==> src/rtl/byte_out_pkg.sv <==
package byte_out_pkg;

  // Which half of a sample the next bus update carries
  typedef enum logic {
    PH_LO = 1'b0,
    PH_HI = 1'b1
  } byte_ph_e;

endpackage

==> src/rtl/byte_out_phase.sv <==
module byte_out_phase
  import byte_out_pkg::*;
(
  input  logic     clk,
  input  logic     rst_n,
  input  logic     tick,
  output byte_ph_e ph_nxt
);

  byte_ph_e ph_q;
  byte_ph_e ph_d;

  always_comb begin
    ph_d = ph_q;
    if (tick) begin
      ph_d = (ph_q == PH_HI) ? PH_LO : PH_HI;
    end
  end

  always_ff @(posedge clk or negedge rst_n) begin
    if (!rst_n) begin
      ph_q <= PH_HI;
    end else begin
      ph_q <= ph_d;
    end
  end

  assign ph_nxt = ph_q;

endmodule

==> src/rtl/byte_out_delay.sv <==
module byte_out_delay #(
  parameter int W     = 14,
  parameter int DEPTH = 2
) (
  input  logic         clk,
  input  logic         rst_n,
  input  logic         tick,
  input  logic         in_vld,
  input  logic [W-1:0] in_dat,
  output logic         out_vld,
  output logic [W-1:0] out_dat
);

  logic [DEPTH-1:0] vld_q;
  logic [DEPTH-1:0] vld_d;
  logic [W-1:0]     dat_q [DEPTH];
  logic [W-1:0]     dat_d [DEPTH];

  for (genvar i = 0; i < DEPTH; i++) begin : g_stage
    if (i == 0) begin : g_head
      always_comb begin
        vld_d[i] = vld_q[i];
        dat_d[i] = dat_q[i];
        if (tick) begin
          vld_d[i] = in_vld;
          dat_d[i] = in_vld ? in_dat : '0;
        end
      end
    end else begin : g_body
      always_comb begin
        vld_d[i] = vld_q[i];
        dat_d[i] = dat_q[i];
        if (tick) begin
          vld_d[i] = vld_q[i-1];
          dat_d[i] = dat_q[i-1];
        end
      end
    end

    always_ff @(posedge clk or negedge rst_n) begin
      if (!rst_n) begin
        vld_q[i] <= 1'b0;
        dat_q[i] <= '0;
      end else begin
        vld_q[i] <= vld_d[i];
        dat_q[i] <= dat_d[i];
      end
    end
  end

  assign out_vld = vld_q[DEPTH-1];
  assign out_dat = dat_q[DEPTH-1];

endmodule

==> src/rtl/byte_out_sel.sv <==
module byte_out_sel
  import byte_out_pkg::*;
#(
  parameter int SMP_W = 14,
  parameter int BUS_W = 8
) (
  input  logic             clk,
  input  logic             rst_n,
  input  logic             tick,
  input  byte_ph_e         ph,
  input  logic             word_vld,
  input  logic [SMP_W-1:0] word_dat,
  output logic [BUS_W-1:0] bus_q,
  output logic             hi_byte
);

  localparam int LO_W  = SMP_W - BUS_W;
  localparam int PAD_W = BUS_W - LO_W;

  logic [SMP_W-1:0] hold_q;
  logic [SMP_W-1:0] hold_d;
  logic [BUS_W-1:0] bus_d;
  logic             hi_d;
  logic [BUS_W-1:0] lo_word;

  // Lower part goes to the top of the bus, spare bits forced low
  if (PAD_W > 0) begin : g_pad
    assign lo_word = {hold_q[LO_W-1:0], {PAD_W{1'b0}}};
  end else begin : g_nopad
    assign lo_word = hold_q[LO_W-1:0];
  end

  always_comb begin
    hold_d = hold_q;
    bus_d  = bus_q;
    hi_d   = hi_byte;
    if (tick) begin
      if (ph == PH_HI) begin
        hold_d = word_vld ? word_dat : '0;
        bus_d  = hold_d[SMP_W-1 -: BUS_W];
        hi_d   = 1'b1;
      end else begin
        bus_d  = lo_word;
        hi_d   = 1'b0;
      end
    end
  end

  always_ff @(posedge clk or negedge rst_n) begin
    if (!rst_n) begin
      hold_q  <= '0;
      bus_q   <= '0;
      hi_byte <= 1'b0;
    end else begin
      hold_q  <= hold_d;
      bus_q   <= bus_d;
      hi_byte <= hi_d;
    end
  end

endmodule

==> src/rtl/byte_out_mux.sv <==
module byte_out_mux
  import byte_out_pkg::*;
#(
  parameter int SMP_W = 14,
  parameter int BUS_W = 8,
  parameter int LAT   = 3
) (
  input  logic             clk,
  input  logic             rst_n,
  input  logic             clk_en,
  input  logic             smp_valid,
  input  logic [SMP_W-1:0] smp_data,
  input  logic             oe_n,
  output logic [BUS_W-1:0] bus_q,
  output logic             bus_oe,
  output logic             hi_byte
);

  // Stages ahead of the output register; must be even (LAT odd)
  localparam int DLY_N = LAT - 1;
  localparam int PAD_W = 2 * BUS_W - SMP_W;

  logic [1:0]       rst_sync_q;
  logic             rst_int_n;
  byte_ph_e         ph_nxt;
  logic             take;
  logic             dly_vld;
  logic [SMP_W-1:0] dly_dat;

  always_ff @(posedge clk or negedge rst_n) begin
    if (!rst_n) begin
      rst_sync_q <= 2'b00;
    end else begin
      rst_sync_q <= {rst_sync_q[0], 1'b1};
    end
  end
  assign rst_int_n = rst_sync_q[1];

  byte_out_phase u_phase (
    .clk    (clk),
    .rst_n  (rst_int_n),
    .tick   (clk_en),
    .ph_nxt (ph_nxt)
  );

  // Offers are taken only at the start of a sample slot
  assign take = smp_valid && (ph_nxt == PH_HI);

  byte_out_delay #(
    .W     (SMP_W),
    .DEPTH (DLY_N)
  ) u_delay (
    .clk     (clk),
    .rst_n   (rst_int_n),
    .tick    (clk_en),
    .in_vld  (take),
    .in_dat  (smp_data),
    .out_vld (dly_vld),
    .out_dat (dly_dat)
  );

  byte_out_sel #(
    .SMP_W (SMP_W),
    .BUS_W (BUS_W)
  ) u_sel (
    .clk      (clk),
    .rst_n    (rst_int_n),
    .tick     (clk_en),
    .ph       (ph_nxt),
    .word_vld (dly_vld),
    .word_dat (dly_dat),
    .bus_q    (bus_q),
    .hi_byte  (hi_byte)
  );

  assign bus_oe = ~oe_n;


  bus_hold_chk: assert property (@(posedge clk) disable iff (!rst_int_n)
    !clk_en |=> ($stable(bus_q) && $stable(hi_byte)));


  byte_alt_chk: assert property (@(posedge clk) disable iff (!rst_int_n)
    clk_en |=> (hi_byte != $past(hi_byte)));


  pad_zero_chk: assert property (@(posedge clk) disable iff (!rst_int_n)
    !hi_byte |-> (bus_q[PAD_W-1:0] == '0));


  slot_align_chk: assert property (@(posedge clk) disable iff (!rst_int_n)
    (clk_en && dly_vld) |-> (ph_nxt == PH_HI));

endmodule

==> config.mk <==
export PLATFORM = sky130hd
export DESIGN_NAME = byte_out_mux
export DESIGN_NICKNAME = d
export VERILOG_FILES = /design/src/rtl/byte_out_pkg.sv /design/src/rtl/byte_out_phase.sv /design/src/rtl/byte_out_delay.sv /design/src/rtl/byte_out_sel.sv /design/src/rtl/byte_out_mux.sv
export SDC_FILE = /design/constraint.sdc
export NUM_CORES = 1
export LEC_CHECK = 0
export BUFFER_PORTS_ARGS = -buffer_cell sky130_fd_sc_hd__clkbuf_2
export CORE_AREA = 2 2 85 87
export DETAILED_ROUTE_END_ITERATION = 10
export DIE_AREA = 0 0 87 89
export REMOVE_ABC_BUFFERS = 1
export SLEW_MARGIN = 10
export SYNTH_ARGS = -nofsm -noshare
export SYNTH_HDL_FRONTEND = slang
export SYNTH_HIERARCHICAL = 1
export SYNTH_SLANG_ARGS = --single-unit
==> constraint.sdc <==
create_clock -name clk -period 2.2 [get_ports clk]
set_clock_uncertainty 0.05 [all_clocks]
set_input_delay 0.33 -clock clk [delete_from_list [all_inputs] [get_ports clk]]
set_output_delay 0.33 -clock clk [all_outputs]
set_load 0.02 [all_outputs]
==> results of run 1 <==
-- flip-flops by register name, indices dropped and copies added (netlist names) --
register and flops:
u_sel/bus_q 8, u_delay/out_vld 1, rst_sync_q 2, u_sel/hold_q 6, u_delay/vld_q 1, u_delay/out_dat 14, u_sel/hi_byte 1, u_phase/ph_nxt 1
u_delay/dat_q 14
-- layout make-up --
type / count / area [um^2]
fillers: 677 / 4410
flip-flops and latches: 48 / 1200
multi-input cells: 89 / 639
repair buffers: 32 / 198
well taps: 80 / 100
inverters: 23 / 86.3
clock buffers: 5 / 68.8
clock inverters: 2 / 12.5
-- layer usage --
layer / vias to the layer above / track usage
met5: - / 0
met4: 0 / 0.0341
met3: 7 / 0.0305
met2: 31 / 0.150
met1: 594 / 0.137
li1: 624 / -
-- cell families after synthesis --
logic type                Yosys count  synth area share
and+or+nand+nor                    42             0.105
other                               1           0.00176
xor gates and xnor gates            1           0.00411
DFF                                48             0.565
muxes                              17             0.111
AOI/OAI and AO/OA                  28            0.0781
buffers and inverters              48             0.135
-- worst max-delay path by stage --
stage	depth (start not counted)	start	to
after global placement	3	u_phase/ph_nxt	u_delay/dat_q[18]
after global routing	3	u_phase/ph_nxt	u_delay/dat_q[19]
after detailed placement	3	u_phase/ph_nxt	u_delay/dat_q[18]
after CTS	3	u_phase/ph_nxt	u_delay/dat_q[18]
final	3	u_phase/ph_nxt	u_delay/dat_q[18]
after floorplan	0	rst_sync_q[1]	u_delay/dat_q[14]
-- power by group --
part	leakage (uW)	switching, uW	internal, uW	total [uW]
Sequential	0.000633	115	1040	1150
Clock	0.0000400	285	216	500
Combinational	0.000390	242	197	439
-- metrics by stage --
| step | setup slack, ps | area (um^2) |
|---|---|---|
| after floorplan | 717 | 1930 |
| after global placement | 801 | 2220 |
| after detailed placement | 796 | 2220 |
| after CTS | 782 | 2310 |
| after global routing | 649 | 2310 |
| final | 784 | 2310 |
-- worst reg2reg max path, delay by kind of cell, from the launching register on --
kind	cells	cell delay, ps
AO/OA/AOI/OAI	1	120
flip-flops	1	530
AND/OR/NAND/NOR	2	640
-- cells in the final DEF, fill, tap and decap left out, types with 2 or more instances in the layout --
cell,synthesis,layout
clkbuf_8,0,5
a31oi_2,3,3
o21ai_1,8,8
nand2b_1,6,6
dfrtp_1,47,46
nand4_1,8,8
nand3_1,20,20
nor2_1,6,6
a31oi_1,3,3
mux2_2,5,5
clkbuf_2,0,28
mux2_4,12,12
buf_12,1,2
o21ai_0,14,14
inv_1,23,23
==> impl_metrics.json, run 1 <==
{
  "outcome": "completed",
  "path_clk_slew_ps": 90,
  "drive_above_1_share": 0.307,
  "path_max_fanout": 15,
  "drt-initial-drc-count": 56,
  "drt.antenna.violating_nets": 0,
  "cp_slowest_cell": "dfstp_2",
  "top_layer_used": "met4",
  "tightest_slew_ps": 611,
  "synth_area_per_cell_um2": 11.5,
  "portBuffers": 28,
  "nNetsFinal": 218,
  "grt_pass1_wl_mm": 5.95,
  "worst_path_dominant_cell_family": "simple AND/OR/NAND/NOR gates",
  "synth_ff_type": "dfrtp_1",
  "core_area_um2": 6720,
  "dp_hpwl_mm": 2.31,
  "hold_ws_ps": 187,
  "grt_use_total": 0.0996,
  "ir_drop_v": 0.000495,
  "ios": 29,
  "slew_headroom": 0.593,
  "grt_pass1_vias": 1243,
  "fin_crit_sh": 0.644,
  "p_per_area_nw_per_um2": 907,
  "met1_length_mm": 1.78,
  "place_inst": 271,
  "fin_crit_ps": 1420,
  "drt-total-wl_mm": 3.60,
  "htreeDepth": 2,
  "critPathKind": "flip-flop to flip-flop",
  "reg2reg_depth": 3,
  "die_w_um": 87,
  "synth_common_cells": "dfrtp_1 (47), inv_1 (23), nand3_1 (20)",
  "synth-warning-count": 6,
  "critPathMaxStageDelay_ps": 530,
  "maxCapViolCount": 0,
  "die-height_um": 89,
  "dieArea_um2": 7740,
  "hold_buffers": 1,
  "synth_area_leaders": "dfrtp_1 (55%), mux2_4 (8.5%), buf_4 (5.3%)",
  "gp_congestion": 0.667,
  "synth_edf_count": 0,
  "setup_tns_ps": 0,
  "finalMaxSlewViolations": 0,
  "clk_latency_ps": 300,
  "firstDrtPassIters": 4,
  "synth.most_common_cell": "dfrtp_1",
  "r2r_slack_ps": 780,
  "wl_per_cell_um": 12.9,
  "fin_util": 0.344,
  "post_cts_buffers": 0,
  "post_cts_resized": 0,
  "routed-via-count": 1256,
  "cts_root_buf": "clkbuf_8",
  "overflow": 0,
  "crit_path_cell_trace": "and2_1 -> nand3_1 -> o21ai_0",
  "antenna_found_initial": 0,
  "setup.worst_path.start_class": "flip-flop",
  "synth_cell_types": 22,
  "cts_buffers": 5,
  "synth_top_area_frac": 0.552,
  "dr_wl_met3_um": 181,
  "met2_length_mm": 1.59,
  "timing.rr.end": "u_delay/dat_q[18]",
  "r2r-start": "u_phase/ph_nxt",
  "rows": 30,
  "cts_tree": "done",
  "arrival_ps": 1580,
  "grt_max_degree": 70,
  "power_uw": 2090,
  "n_antenna_cell": 0,
  "synthCells": 185,
  "syn_area_um2": 2130,
  "instances_no_fill": 279,
  "viasPerCell": 4.50,
  "synth-seq-area-share": 0.565,
  "initial_core_util": 0.317,
  "worstHoldPathType": "flip-flop to asynchronous set/reset pin",
  "drc": 0,
  "rsz0062_at_grt": "false",
  "cts_buffer_depth": 2,
  "end_kind": "flip-flop",
  "max_freq_mhz": 706,
  "syn_to_final_growth_pct": 8.40,
  "clock-sinks": 48,
  "ys_ff_latch": 48,
  "setup_viol": 0,
  "synth-async-reset-ratio": 1.00,
  "p_leak_uw": 0.00106,
  "required_ps": 2370,
  "synth_top_area_cell": "dfrtp_1",
  "hold_violations": 0,
  "path_buf_inv": 0
}
Power figures use the tool's default switching activity.
==> run 2, diff against run 1 <==
- clock period: 2.2 -> 1.16 ns (I/O delays scaled with it)
==> run 2 against run 1 <==
The flow now finishes with violations (setup timing). Sequential share of layout area decreased by 4.2 points. Cell count up 2.9%. Worst setup slack worse by 810 ps. Cell area increased by 8.9%. Sequential power rose by 92%. Critical path depth increased by 1. Core utilization rose by 3.1 points. Sequential cell count unchanged. Clock power is 130% higher. Global-route usage up 0.40 points. Critical endpoint is now u_delay/dat_q[15].
==> impl_metrics.json, run 2 (synthesis results as in run 1) <==
{
  "maxCapViolCount": 0,
  "max_freq_mhz": 846,
  "busiest_layer": "met2",
  "use_met2": 0.167,
  "nNetsFinal": 225,
  "finalMaxSlewViolations": 0,
  "fin_crit_ps": 1180,
  "ios": 29,
  "core_area_um2": 6720,
  "outcome": "finished with violations",
  "crit_path_cell_trace": "and2_4 -> buf_6 -> nand3_1 -> o21ai_1",
  "die_w_um": 87,
  "cts_root_buf": "clkbuf_8",
  "n_antenna_cell": 0,
  "overflow": 0,
  "drive_above_1_share": 0.425,
  "setup.worst_path.start_class": "flip-flop",
  "ir_drop_v": 0.00108,
  "grt_use_total": 0.104,
  "clock-sinks": 48,
  "grt_max_degree": 47,
  "path_clk_slew_ps": 80,
  "p_leak_uw": 0.00114,
  "use_met3": 0.0295,
  "fin_ws_ps": -22.5,
  "dp_hpwl_mm": 2.41,
  "setup_viol": 4,
  "wl_per_cell_um": 12.8,
  "cp_slowest_cell": "dfstp_2",
  "worstHoldPathType": "input pin to flip-flop",
  "path_max_fanout": 6,
  "violations": "setup timing",
  "grt_pass1_wl_mm": 6.15,
  "path_buf_inv": 1,
  "htreeDepth": 2,
  "rows": 30,
  "clk_latency_ps": 290,
  "drt.antenna.violating_nets": 0,
  "final_cell_mix": "dfrtp_1 (45), clkbuf_2 (28), inv_1 (23)",
  "firstDrtPassIters": 4,
  "fin_crit_sh": 1.02,
  "syn_to_final_growth_pct": 18.1,
  "grt_pass1_vias": 1319,
  "worst_path_dominant_cell_family": "flip-flops",
  "hold_violations": 0,
  "final_common_cell": "dfrtp_1",
  "drc": 0,
  "viasPerCell": 4.54,
  "gp_congestion": 0.698,
  "cts_buffers": 5,
  "rsz0062_at_grt": "true",
  "cts_tree": "done",
  "drt-total-wl_mm": 3.66,
  "required_ps": 1330,
  "hold_ws_ps": 53.4,
  "antenna_found_initial": 0,
  "portBuffers": 28,
  "drt-initial-drc-count": 67,
  "critPathMaxStageDelay_ps": 600,
  "dieArea_um2": 7740,
  "end_kind": "flip-flop",
  "arrival_ps": 1350,
  "p_per_area_nw_per_um2": 1790,
  "preCtsSetupSlack_ps": -35.8,
  "routed-via-count": 1304,
  "die-height_um": 89,
  "cts_buffer_depth": 2,
  "initial_core_util": 0.317,
  "critPathKind": "flip-flop to flip-flop",
  "grt_use_met1": 0.133
}
[run 2: cell types whose count changed in the layout (fill, tap and decap cells not counted), moves of 2 or more]
cell | previous run | this run
buf_6 | 0 | 4
nand3_2 | 0 | 13
o21ai_2 | 0 | 4
o21ai_0 | 14 | 1
nand3_1 | 20 | 7
o21ai_1 | 8 | 17
buf_12 | 2 | 4
[run 2: metal layers]
layer  vias to the layer above  wire [um]
met1                       636       1770
met5                         -          0
met2                        25       1700
li1                        638          -
met3                         5        163
met4                         0         37
[run 2: worst min-delay path, cell delays in order]
cell and delay [ps]:
clkbuf_2 80, nand3_2 60, o21ai_2 40
[run 2: stage by stage]
stage                     area [um^2]  utilization  cells  power (uW)  TNS [ps]
after global routing             2510        0.374    287        4760      -854
after global placement           2280        0.339    276        3170         0
after CTS                        2420        0.360    286        4430    -0.815
after floorplan                  1930            -    160        2710    -17560
final                            2510        0.374    287        4500     -41.7
after detailed placement         2280        0.339    276        3190      -261
[run 2: timing repair]
item                                    in CTS  in global routing
resized for setup                            3                 33
endpoints found under the hold margin        2                  0
endpoints found under the setup margin      18                 21
hold buffers                                 1                  0
gates cloned                                 0                  0
setup buffers                                1                  1
pin swaps                                    0                  3
[run 2: final timing paths]
check	startpoint	endpoint	slack, ps	depth (start not counted)
min reg2reg	rst_sync_q[1]	u_delay/dat_q[15]	190	1
min in group asynchronous	rst_n	rst_sync_q[1]	150	2
max reg2reg	u_phase/ph_nxt	u_delay/dat_q[15]	-20	4
max in group asynchronous	rst_sync_q[1]	u_phase/ph_nxt	610	1
min	smp_data[13]	u_delay/dat_q[27]	50	3
max	u_phase/ph_nxt	u_delay/dat_q[15]	-20	4
[run 2: power by group]
group          internal (uW)  switching [uW]
sequential              1980             231
combinational            583             533
clock                    638             535
[run 2: final cells by class]
type	instances	area, um^2
Fill cell	658	4200
Sequential cell	48	1200
Multi-Input combinational cell	89	722
Timing Repair Buffer	39	290
Tap cell	80	100
Inverter	23	86.3
Clock buffer	5	68.8
Clock inverter	3	42.5
==> run 3, diff against run 2 <==
- MAX_ROUTING_LAYER: not set -> met4
==> run 3 against run 2 <==
The flow still finishes with violations (setup timing). Critical path depth unchanged. Non-clock buffer count stayed put. Clock-buffer cell count unchanged. Worst setup slack lost 2.1 ps. Die area stayed put. Sequential share of layout area unchanged. First-iteration DRC count shrank 19%. Via count rose by 1.0%. Critical path type unchanged. Cell area is the same. Clock power is essentially flat. Critical endpoint unchanged. Global-route usage is 0.32 points higher. Power barely moved.
==> impl_metrics.json, run 3 (synthesis results as in run 1) <==
{
  "outcome": "finished with violations",
  "violations": "setup timing",
  "drc": 0,
  "p_per_area_nw_per_um2": 1790,
  "routed-via-count": 1317,
  "arrival_ps": 1360,
  "wl_per_cell_um": 12.7,
  "clk_latency_ps": 290,
  "grt_use_total": 0.107,
  "die_w_um": 87,
  "rsz0062_at_grt": "true",
  "grt_pass1_wl_mm": 6.14,
  "path_max_fanout": 6,
  "power_uw": 4490,
  "maxCapViolCount": 0,
  "end_kind": "flip-flop",
  "max_freq_mhz": 844,
  "drt-total-wl_mm": 3.66,
  "n_antenna_cell": 0,
  "gp_congestion": 0.706,
  "initial_core_util": 0.317,
  "drive_above_1_share": 0.425,
  "final_cell_mix": "dfrtp_1 (45), clkbuf_2 (28), inv_1 (23)",
  "p_leak_uw": 0.00114,
  "grt_pass1_vias": 1320,
  "clock-sinks": 48,
  "drt.antenna.violating_nets": 0,
  "drt-initial-drc-count": 54,
  "worstHoldPathType": "input pin to flip-flop",
  "critPathKind": "flip-flop to flip-flop",
  "fin_crit_sh": 1.02,
  "dp_hpwl_mm": 2.41,
  "portBuffers": 28,
  "viasPerCell": 4.59,
  "htreeDepth": 2,
  "setup.worst_path.start_class": "flip-flop",
  "rows": 30,
  "path_clk_slew_ps": 80,
  "cts_buffers": 5,
  "cts_tree": "done",
  "overflow": 0,
  "die-height_um": 89,
  "nNetsFinal": 225,
  "antenna_found_initial": 0,
  "grt_max_degree": 47,
  "finalMaxSlewViolations": 0,
  "ir_drop_v": 0.00108,
  "hold_violations": 0,
  "syn_to_final_growth_pct": 18.1,
  "preCtsSetupSlack_ps": -35.8,
  "required_ps": 1330,
  "setup_viol": 5,
  "cts_buffer_depth": 2,
  "dieArea_um2": 7740,
  "firstDrtPassIters": 4,
  "fin_crit_ps": 1180,
  "core_area_um2": 6720,
  "cts_root_buf": "clkbuf_8",
  "final_common_cell": "dfrtp_1",
  "fin_ws_ps": -24.6,
  "ios": 29
}
-- run 3: path summary, 6_finish.rpt --
kind | startpoint | end | slack (ps) | depth (start not counted)
max in group asynchronous | rst_sync_q[1] | u_phase/ph_nxt | 610 | 1
max | u_phase/ph_nxt | u_delay/dat_q[15] | -20 | 4
min | smp_data[13] | u_delay/dat_q[27] | 50 | 3
min reg2reg | rst_sync_q[1] | u_delay/dat_q[15] | 190 | 1
max reg2reg | u_phase/ph_nxt | u_delay/dat_q[15] | -20 | 4
min in group asynchronous | rst_n | rst_sync_q[1] | 150 | 2
-- run 3: worst max-delay path: stages (launching register included) --
cell and delay [ps]:
dfstp_2 600, and2_4 190, buf_6 130, nand3_1 60, o21ai_1 80
-- run 3: report_power, final --
part	switching, uW	internal (uW)	leakage [uW]
clock	533	638	0.0000541
combinational	532	583	0.000453
sequential	232	1980	0.000632
-- run 3: timing repair --
action	in CTS	in global routing
endpoints found under the setup margin	18	21
buffers inserted	1	1
pin swaps	0	3
endpoints found under the hold margin	2	0
hold buffers	1	0
gates cloned	0	0
resized for setup	3	33
-- run 3: layer usage --
metal | global-route usage | vias up | share of wire | wire length [um]
li1 | - | 640 | - | -
met1 | 0.133 | 649 | 0.48 | 1760
met2 | 0.167 | 23 | 0.46 | 1700
met3 | 0.0295 | 5 | 0.043 | 158
met4 | 0.0384 | 0 | 0.011 | 40
met5 | - | - | 0 | 0
-- run 3: stage by stage --
step	utilization	hold slack (ps)	instance area, um^2	setup TNS (ps)	cells
after global placement	0.339	-89.9	2280	0	276
after global routing	0.374	49.5	2510	-854	287
after floorplan	-	-172	1930	-17560	160
final	0.374	51.5	2510	-54.5	287
after detailed placement	0.339	-86.8	2280	-261	276
after CTS	0.360	58.6	2420	-0.815	286
-- run 3: area by class of cell --
class / count / area [um^2]
Timing Repair Buffer: 39 / 290
Clock buffer: 5 / 68.8
Inverter: 23 / 86.3
Fill cell: 658 / 4200
Tap cell: 80 / 100
Sequential cell: 48 / 1200
Clock inverter: 3 / 42.5
Multi-Input combinational cell: 89 / 722
